--- config.mk ---
export PLATFORM = sky130hd
export DESIGN_NAME = sport_ctrl_front
export DESIGN_NICKNAME = d
export VERILOG_FILES = /design/src/rtl/sport_pkg.sv /design/src/rtl/sport_ctl_regs.sv /design/src/rtl/sport_bitclk_gen.sv /design/src/rtl/sport_req_gate.sv /design/src/rtl/sport_mode_dec.sv /design/src/rtl/sport_ctrl_front.sv
export SDC_FILE = /design/constraint.sdc
export NUM_CORES = 1
export LEC_CHECK = 0
export BUFFER_PORTS_ARGS = -buffer_cell sky130_fd_sc_hd__buf_4
export CORE_ASPECT_RATIO = 1.2
export CORE_UTILIZATION = 50
export CTS_BUF_LIST = sky130_fd_sc_hd__clkbuf_2
export CTS_CLUSTER_DIAMETER = 100
export CTS_CLUSTER_SIZE = 25
export DETAILED_ROUTE_END_ITERATION = 10
export PLACE_DENSITY = 0.86
export REMOVE_ABC_BUFFERS = 1
export SYNTH_ARGS = -nofsm -noshare
export SYNTH_HDL_FRONTEND = slang
export SYNTH_SLANG_ARGS = --single-unit
--- constraint.sdc ---
create_clock -name clk -period 1.7 [get_ports clk]
set_input_delay 0.17 -clock clk [delete_from_list [all_inputs] [get_ports clk]]
set_output_delay 0.17 -clock clk [all_outputs]
set_load 0.005 [all_outputs]
--- src/rtl/sport_pkg.sv ---
package sport_pkg;
   // Bit positions inside control word 0; the shifter and bench rely on them.
   localparam int SIZE_LSB = 0;
   localparam int FMT_LSB  = 4;
   localparam int RSVD_BIT = 6;
   localparam int EN_BIT   = 7;
   localparam int DIV_LSB  = 8;

   // Frame format codes.
   localparam logic [1:0] FMT_SPI  = 2'b00;
   localparam logic [1:0] FMT_TI   = 2'b01;
   localparam logic [1:0] FMT_MW   = 2'b10;
   localparam logic [1:0] FMT_RSVD = 2'b11;

   localparam int NUM_MODES = 3;
endpackage

--- src/rtl/sport_ctl_regs.sv ---
module sport_ctl_regs
   import sport_pkg::*;
#(
   parameter int DATA_W = 16,
   parameter int SIZE_W = 4,
   parameter int NCH    = 2,
   localparam int DIV_W = DATA_W - DIV_LSB
) (
   input  logic              clk,
   input  logic              rst_n,
   input  logic              wr,
   input  logic              sel,
   input  logic [DATA_W-1:0] wdata,
   output logic [DIV_W-1:0]  div,
   output logic              en,
   output logic [1:0]        fmt,
   output logic [SIZE_W-1:0] size,
   output logic [NCH-1:0]    ien
);
   // Reserved bit and unused gap bits are accepted and dropped.
   logic unused_rsvd;
   assign unused_rsvd = wdata[RSVD_BIT];

   always_ff @(posedge clk) begin
      if (!rst_n) begin
         div  <= '0;
         en   <= 1'b0;
         fmt  <= FMT_SPI;
         size <= '0;
         ien  <= '0;
      end else if (wr) begin
         if (!sel) begin
            div  <= wdata[DATA_W-1:DIV_LSB];
            en   <= wdata[EN_BIT];
            fmt  <= wdata[FMT_LSB+1:FMT_LSB];
            size <= wdata[SIZE_LSB+SIZE_W-1:SIZE_LSB];
         end else begin
            ien  <= wdata[NCH-1:0];
         end
      end
   end
endmodule

--- src/rtl/sport_bitclk_gen.sv ---
module sport_bitclk_gen #(
   parameter int DIV_W = 8
) (
   input  logic             clk,
   input  logic             rst_n,
   input  logic             run,
   input  logic [DIV_W-1:0] div_in,
   output logic             bit_clk
);
   logic [DIV_W-1:0] cnt;
   logic [DIV_W-1:0] act_div;
   logic             run_q;
   logic [DIV_W-1:0] eff_div;

   // First counting cycle uses the live divisor; afterwards the latched one.
   assign eff_div = run_q ? act_div : div_in;

   always_ff @(posedge clk) begin
      if (!rst_n || !run) begin
         cnt     <= '0;
         bit_clk <= 1'b0;
         run_q   <= 1'b0;
         act_div <= div_in;
      end else begin
         run_q <= 1'b1;
         if (!run_q) act_div <= div_in;
         if (cnt == eff_div) begin
            cnt     <= '0;
            bit_clk <= ~bit_clk;
            act_div <= div_in;
         end else begin
            cnt <= cnt + 1'b1;
         end
      end
   end
endmodule

--- src/rtl/sport_req_gate.sv ---
module sport_req_gate #(
   parameter int NCH = 2
) (
   input  logic [NCH-1:0] svc,
   input  logic [NCH-1:0] ien,
   output logic [NCH-1:0] irq,
   output logic [NCH-1:0] dma
);
   for (genvar i = 0; i < NCH; i++) begin : g_ch
      assign irq[i] = svc[i] & ien[i];
      assign dma[i] = svc[i];
   end
endmodule

--- src/rtl/sport_mode_dec.sv ---
module sport_mode_dec
   import sport_pkg::*;
(
   input  logic [1:0]           fmt,
   output logic [NUM_MODES-1:0] mode
);
   for (genvar m = 0; m < NUM_MODES; m++) begin : g_mode
      assign mode[m] = (fmt == 2'(m));
   end
endmodule

--- src/rtl/sport_ctrl_front.sv ---
module sport_ctrl_front
   import sport_pkg::*;
#(
   parameter int DATA_W = 16,
   parameter int SIZE_W = 4,
   parameter int NCH    = 2,
   localparam int DIV_W = DATA_W - DIV_LSB
) (
   input  logic              clk,
   input  logic              rst_n,
   input  logic              bus_wr,
   input  logic              bus_sel,
   input  logic [DATA_W-1:0] bus_wdata,
   input  logic [NCH-1:0]    svc_flag,
   output logic              bit_clk,
   output logic              port_en,
   output logic [SIZE_W-1:0] size_sel,
   output logic [NUM_MODES-1:0] mode_sel,
   output logic [NCH-1:0]    irq_req,
   output logic [NCH-1:0]    dma_req
);
   if (DATA_W < DIV_LSB + 1) begin : g_bad_data_w
      $error("DATA_W must leave room for a divisor above bit %0d", DIV_LSB);
   end
   if (SIZE_W < 1 || SIZE_W > FMT_LSB) begin : g_bad_size_w
      $error("SIZE_W must be 1..%0d", FMT_LSB);
   end
   if (NCH < 1 || NCH > DATA_W) begin : g_bad_nch
      $error("NCH must be 1..DATA_W");
   end

   logic [DIV_W-1:0] div;
   logic [1:0]       fmt;
   logic [NCH-1:0]   ien;
   logic             run;

   sport_ctl_regs #(.DATA_W(DATA_W), .SIZE_W(SIZE_W), .NCH(NCH)) u_regs (
      .clk(clk), .rst_n(rst_n), .wr(bus_wr), .sel(bus_sel), .wdata(bus_wdata),
      .div(div), .en(port_en), .fmt(fmt), .size(size_sel), .ien(ien)
   );

   assign run = port_en && (fmt != FMT_RSVD);

   sport_bitclk_gen #(.DIV_W(DIV_W)) u_clkgen (
      .clk(clk), .rst_n(rst_n), .run(run), .div_in(div), .bit_clk(bit_clk)
   );

   sport_mode_dec u_mode (.fmt(fmt), .mode(mode_sel));

   sport_req_gate #(.NCH(NCH)) u_req (
      .svc(svc_flag), .ien(ien), .irq(irq_req), .dma(dma_req)
   );
endmodule

==> metrics.md <==
| Metric | Value |
|---|---|
| Status | `complete, but fails checks` |
| Failing checks | `setup timing` |
| Detailed placer's ending HPWL | `2.461 mm` |
| Pwr dens | `770.8 nW/um2` |
| CTS tree | `yes` |
| Hold Vio Cnt, Final | `0` |
| Syn Std Cell Area | `1529 um2` |
| GRT met2 Usage | `42.09%` |
| Routed WL | `3.514 mm` |
| TritonCTS Buffers | `5` |
| Die height | `62.58 um` |
| Die area | `3284 um2` |
| Max Cap Viol | `0` |
| Rel. slew slack | `63.78%` |
| Antenna Nets Post-Route | `0` |
| Critical path launch point type | `register` |
| GR Layer Usage met1 | `23.38%` |
| Clock-pin slew on the worst setup and hold paths | `200 ps` |
| H-tree levels | `2` |
| Post-synth top area share | `45.83%` |
| Syn_area_per_cell | `9.556 um2` |
| Leakage | `0.8718 nW` |
| RSZ-0062 raised after global routing | `true` |
| Vias in the first global route | `1371` |
| # clock sinks | `35` |
| Area of the multi-input gates | `863.3 um2` |
| Seq/Total Area, Yosys | `45.83%` |
| Mapped Cells | `160` |
| GRT Resource Usage Total | `23.40%` |
| Slew Viols, Final | `0` |
| Top cells by area, synth | `dfxtp_1, nand2_1, a21boi_0` |
| Initial core utilization | `53.88%` |
| Pre-Repair DR Iteration Count | `2` |
| Num rows | `21` |
| Fmax | `524.9 MHz` |
| PortBufs | `33` |
| Tmin final | `1905 ps` |
| Power consumption | `1.630 mW` |
| Inst Count DP | `236` |
| Clk_skew | `19.89 ps` |
| GPL Wtd Cong | `0.7851` |
| First-pass GRT wire length | `5.678 mm` |
| Number of DRC markers in iteration 0 | `35` |
| Post-synth cell types | `26` |
| GR Overflow Total | `0` |
| Area grow syn2layout | `38.30%` |
| Setup violation total in the final timing report | `17` |
| Worst setup EP type | `register` |
| Hold path cells | `3` |
| Routed WL per cell | `14.11 um` |
| Final hold slack | `15.63 ps` |
| Gr busiest metal | `met2` |
| Register area | `701.9 um2` |
| CP max FO | `6` |
| Met3 usage | `6.326%` |
| Peak supply drop | `0.5622 mV` |
| Final period util | `112.1%` |
| Flip-flop and latch count after synthesis | `35` |
| Core area | `2838 um2` |
| Via density | `5.209` |
| Layout Utilization | `74.52%` |
| Clk_lat worst skew | `390 ps` |
| Initial antenna violation count | `0` |
| WP data arrival | `2190 ps` |
| # IOs | `35` |
| Fin cells | `249` |
| Inserted Diodes | `0` |
| Vias | `1297` |
| Setup CP Type | `reg2reg` |
| Synth warnings | `0` |
| Clk root buf | `clkbuf_2` |
| Worst slew pin tran | `543.2 ps` |
| Max Root-Sink Buffers | `2` |
| Fillers | `194` |
| Area leader, netlist | `dfxtp_1` |
| Largest net degree at the start of global routing | `19` |
| Final WS setup | `-205.0 ps` |
| Die Span X | `52.48 um` |
| Hold WC Path Type | `in2reg` |
| Critical path data required time | `1990 ps` |
| TNS Setup | `-1960 ps` |
| DRC | `0` |
| R2R cell count | `6` |
| Ratio of cells with drive above 1 in the final layout | `38.14%` |
| Fin nets | `237` |
-- sequential cells by signal, indices dropped and copies added (netlist names) --
name,count
u_clkgen.cnt,8
u_regs.ien,2
u_regs.size,4
u_regs.div,8
u_clkgen.run_q,1
u_regs.en,1
u_clkgen.act_div,8
u_clkgen.bit_clk,1
u_regs.fmt,2
-- cells in the final DEF, fill, tap and decap left out, types with 2 or more instances in the layout --
| cell type | Yosys | final |
|---|---|---|
| mux2_4 | 6 | 6 |
| mux2i_2 | 1 | 2 |
| dlygate4sd3_1 | 0 | 3 |
| nand2_1 | 35 | 35 |
| xnor2_1 | 10 | 9 |
| xor2_1 | 4 | 4 |
| buf_4 | 2 | 47 |
| a21boi_0 | 17 | 17 |
| clkbuf_2 | 0 | 5 |
| dfxtp_1 | 35 | 34 |
| and3_1 | 2 | 2 |
| inv_1 | 4 | 4 |
| nor2b_1 | 3 | 3 |
| nand3_1 | 7 | 7 |
| buf_6 | 1 | 4 |
| nor2_2 | 0 | 5 |
| mux2i_1 | 9 | 5 |
| and2_1 | 2 | 2 |
| nor2_1 | 9 | 3 |
| mux2i_4 | 0 | 3 |
-- logic make-up after synthesis --
logic type               synth area share [%]
AO/OA/AOI/OAI                           10.39
flip-flops                              45.83
buffers and inverters                   3.763
multiplexers                            12.68
XOR/XNOR                                8.019
adder cells (fa/ha/maj)                0.8182
AND/OR/NAND/NOR                         18.49
-- critical path, cell delays in order (launching register included) --
cell and delay (ps):
dfxtp_2 400, buf_6 150, mux2i_4 250, xnor2_1 120, nor4_4 390, a21oi_4 170
mux2_4 320
-- report_power, final --
group          internal [mW]  switching, mW
registers              0.851         0.0228
clock network          0.242          0.290
logic                  0.133         0.0909
total                   1.23          0.404
-- routing by layer --
layer  routed length [um]  vias to the layer above  share of wire [%]
met3                  162                        4                4.6
met4                   36                        0                1.0
met1                 1381                      629                 39
met5                    0                        -                  0
met2                 1934                       33                 55
li1                     -                      631                  -
-- synth_stat cells --
cell type and number:
a21oi_1 1, dfxtp_1 35, xnor2_1 10, nor2b_1 3, a21oi_2 1, clkbuf_1 3, ha_1 1, buf_4 2
a21boi_0 17, inv_1 4, nand2b_1 1, xor2_1 4, and2_1 2, buf_6 1, nor2_1 9, mux2i_2 1
nor4_2 2, a21bo_2 1, buf_2 1, mux2_4 6, nand2_1 35, nand3_1 7, nand3b_1 1, a21o_1 1
and3_1 2, mux2i_1 9
-- per-stage QoR --
stage / setup slack, ps / instance area (um2)
2_1_floorplan: -273.1 / 1486
3_5_place_dp: -289.9 / 1897
4_1_cts: -161.5 / 2038
5_1_grt: -270.6 / 2115
3_3_place_gp: -190.4 / 1897
6_report: -205.0 / 2115
-- what timing repair did --
action | CTS | global route
pin swaps | 10 | 3
resized for setup | 11 | 12
endpoints found under the hold margin | 1 | 2
hold buffers | 1 | 2
setup buffers | 3 | 1
endpoints found under the setup margin | 17 | 17
-- area by class of cell --
cell class / count / share of cell area, %
clock buffers: 5 / 1.183
clock inverters: 3 / 1.834
inverters: 4 / 0.7101
multi-input cells: 114 / 40.83
flip-flops and latches: 35 / 33.20
well taps: 34 / 2.012
repair buffers: 54 / 20.24
-- worst paths after layout --
| check | from | end | slack (ps) |
|---|---|---|---|
| min reg2reg | u_regs.ien[1] | u_regs.ien[1] | 490 |
| min | bus_wdata[4] | u_regs.fmt[0] | 20 |
| max | u_clkgen.run_q | u_clkgen.act_div[1] | -210 |
| max reg2reg | u_clkgen.run_q | u_clkgen.act_div[1] | -210 |
(Power assumes the default switching activity.)
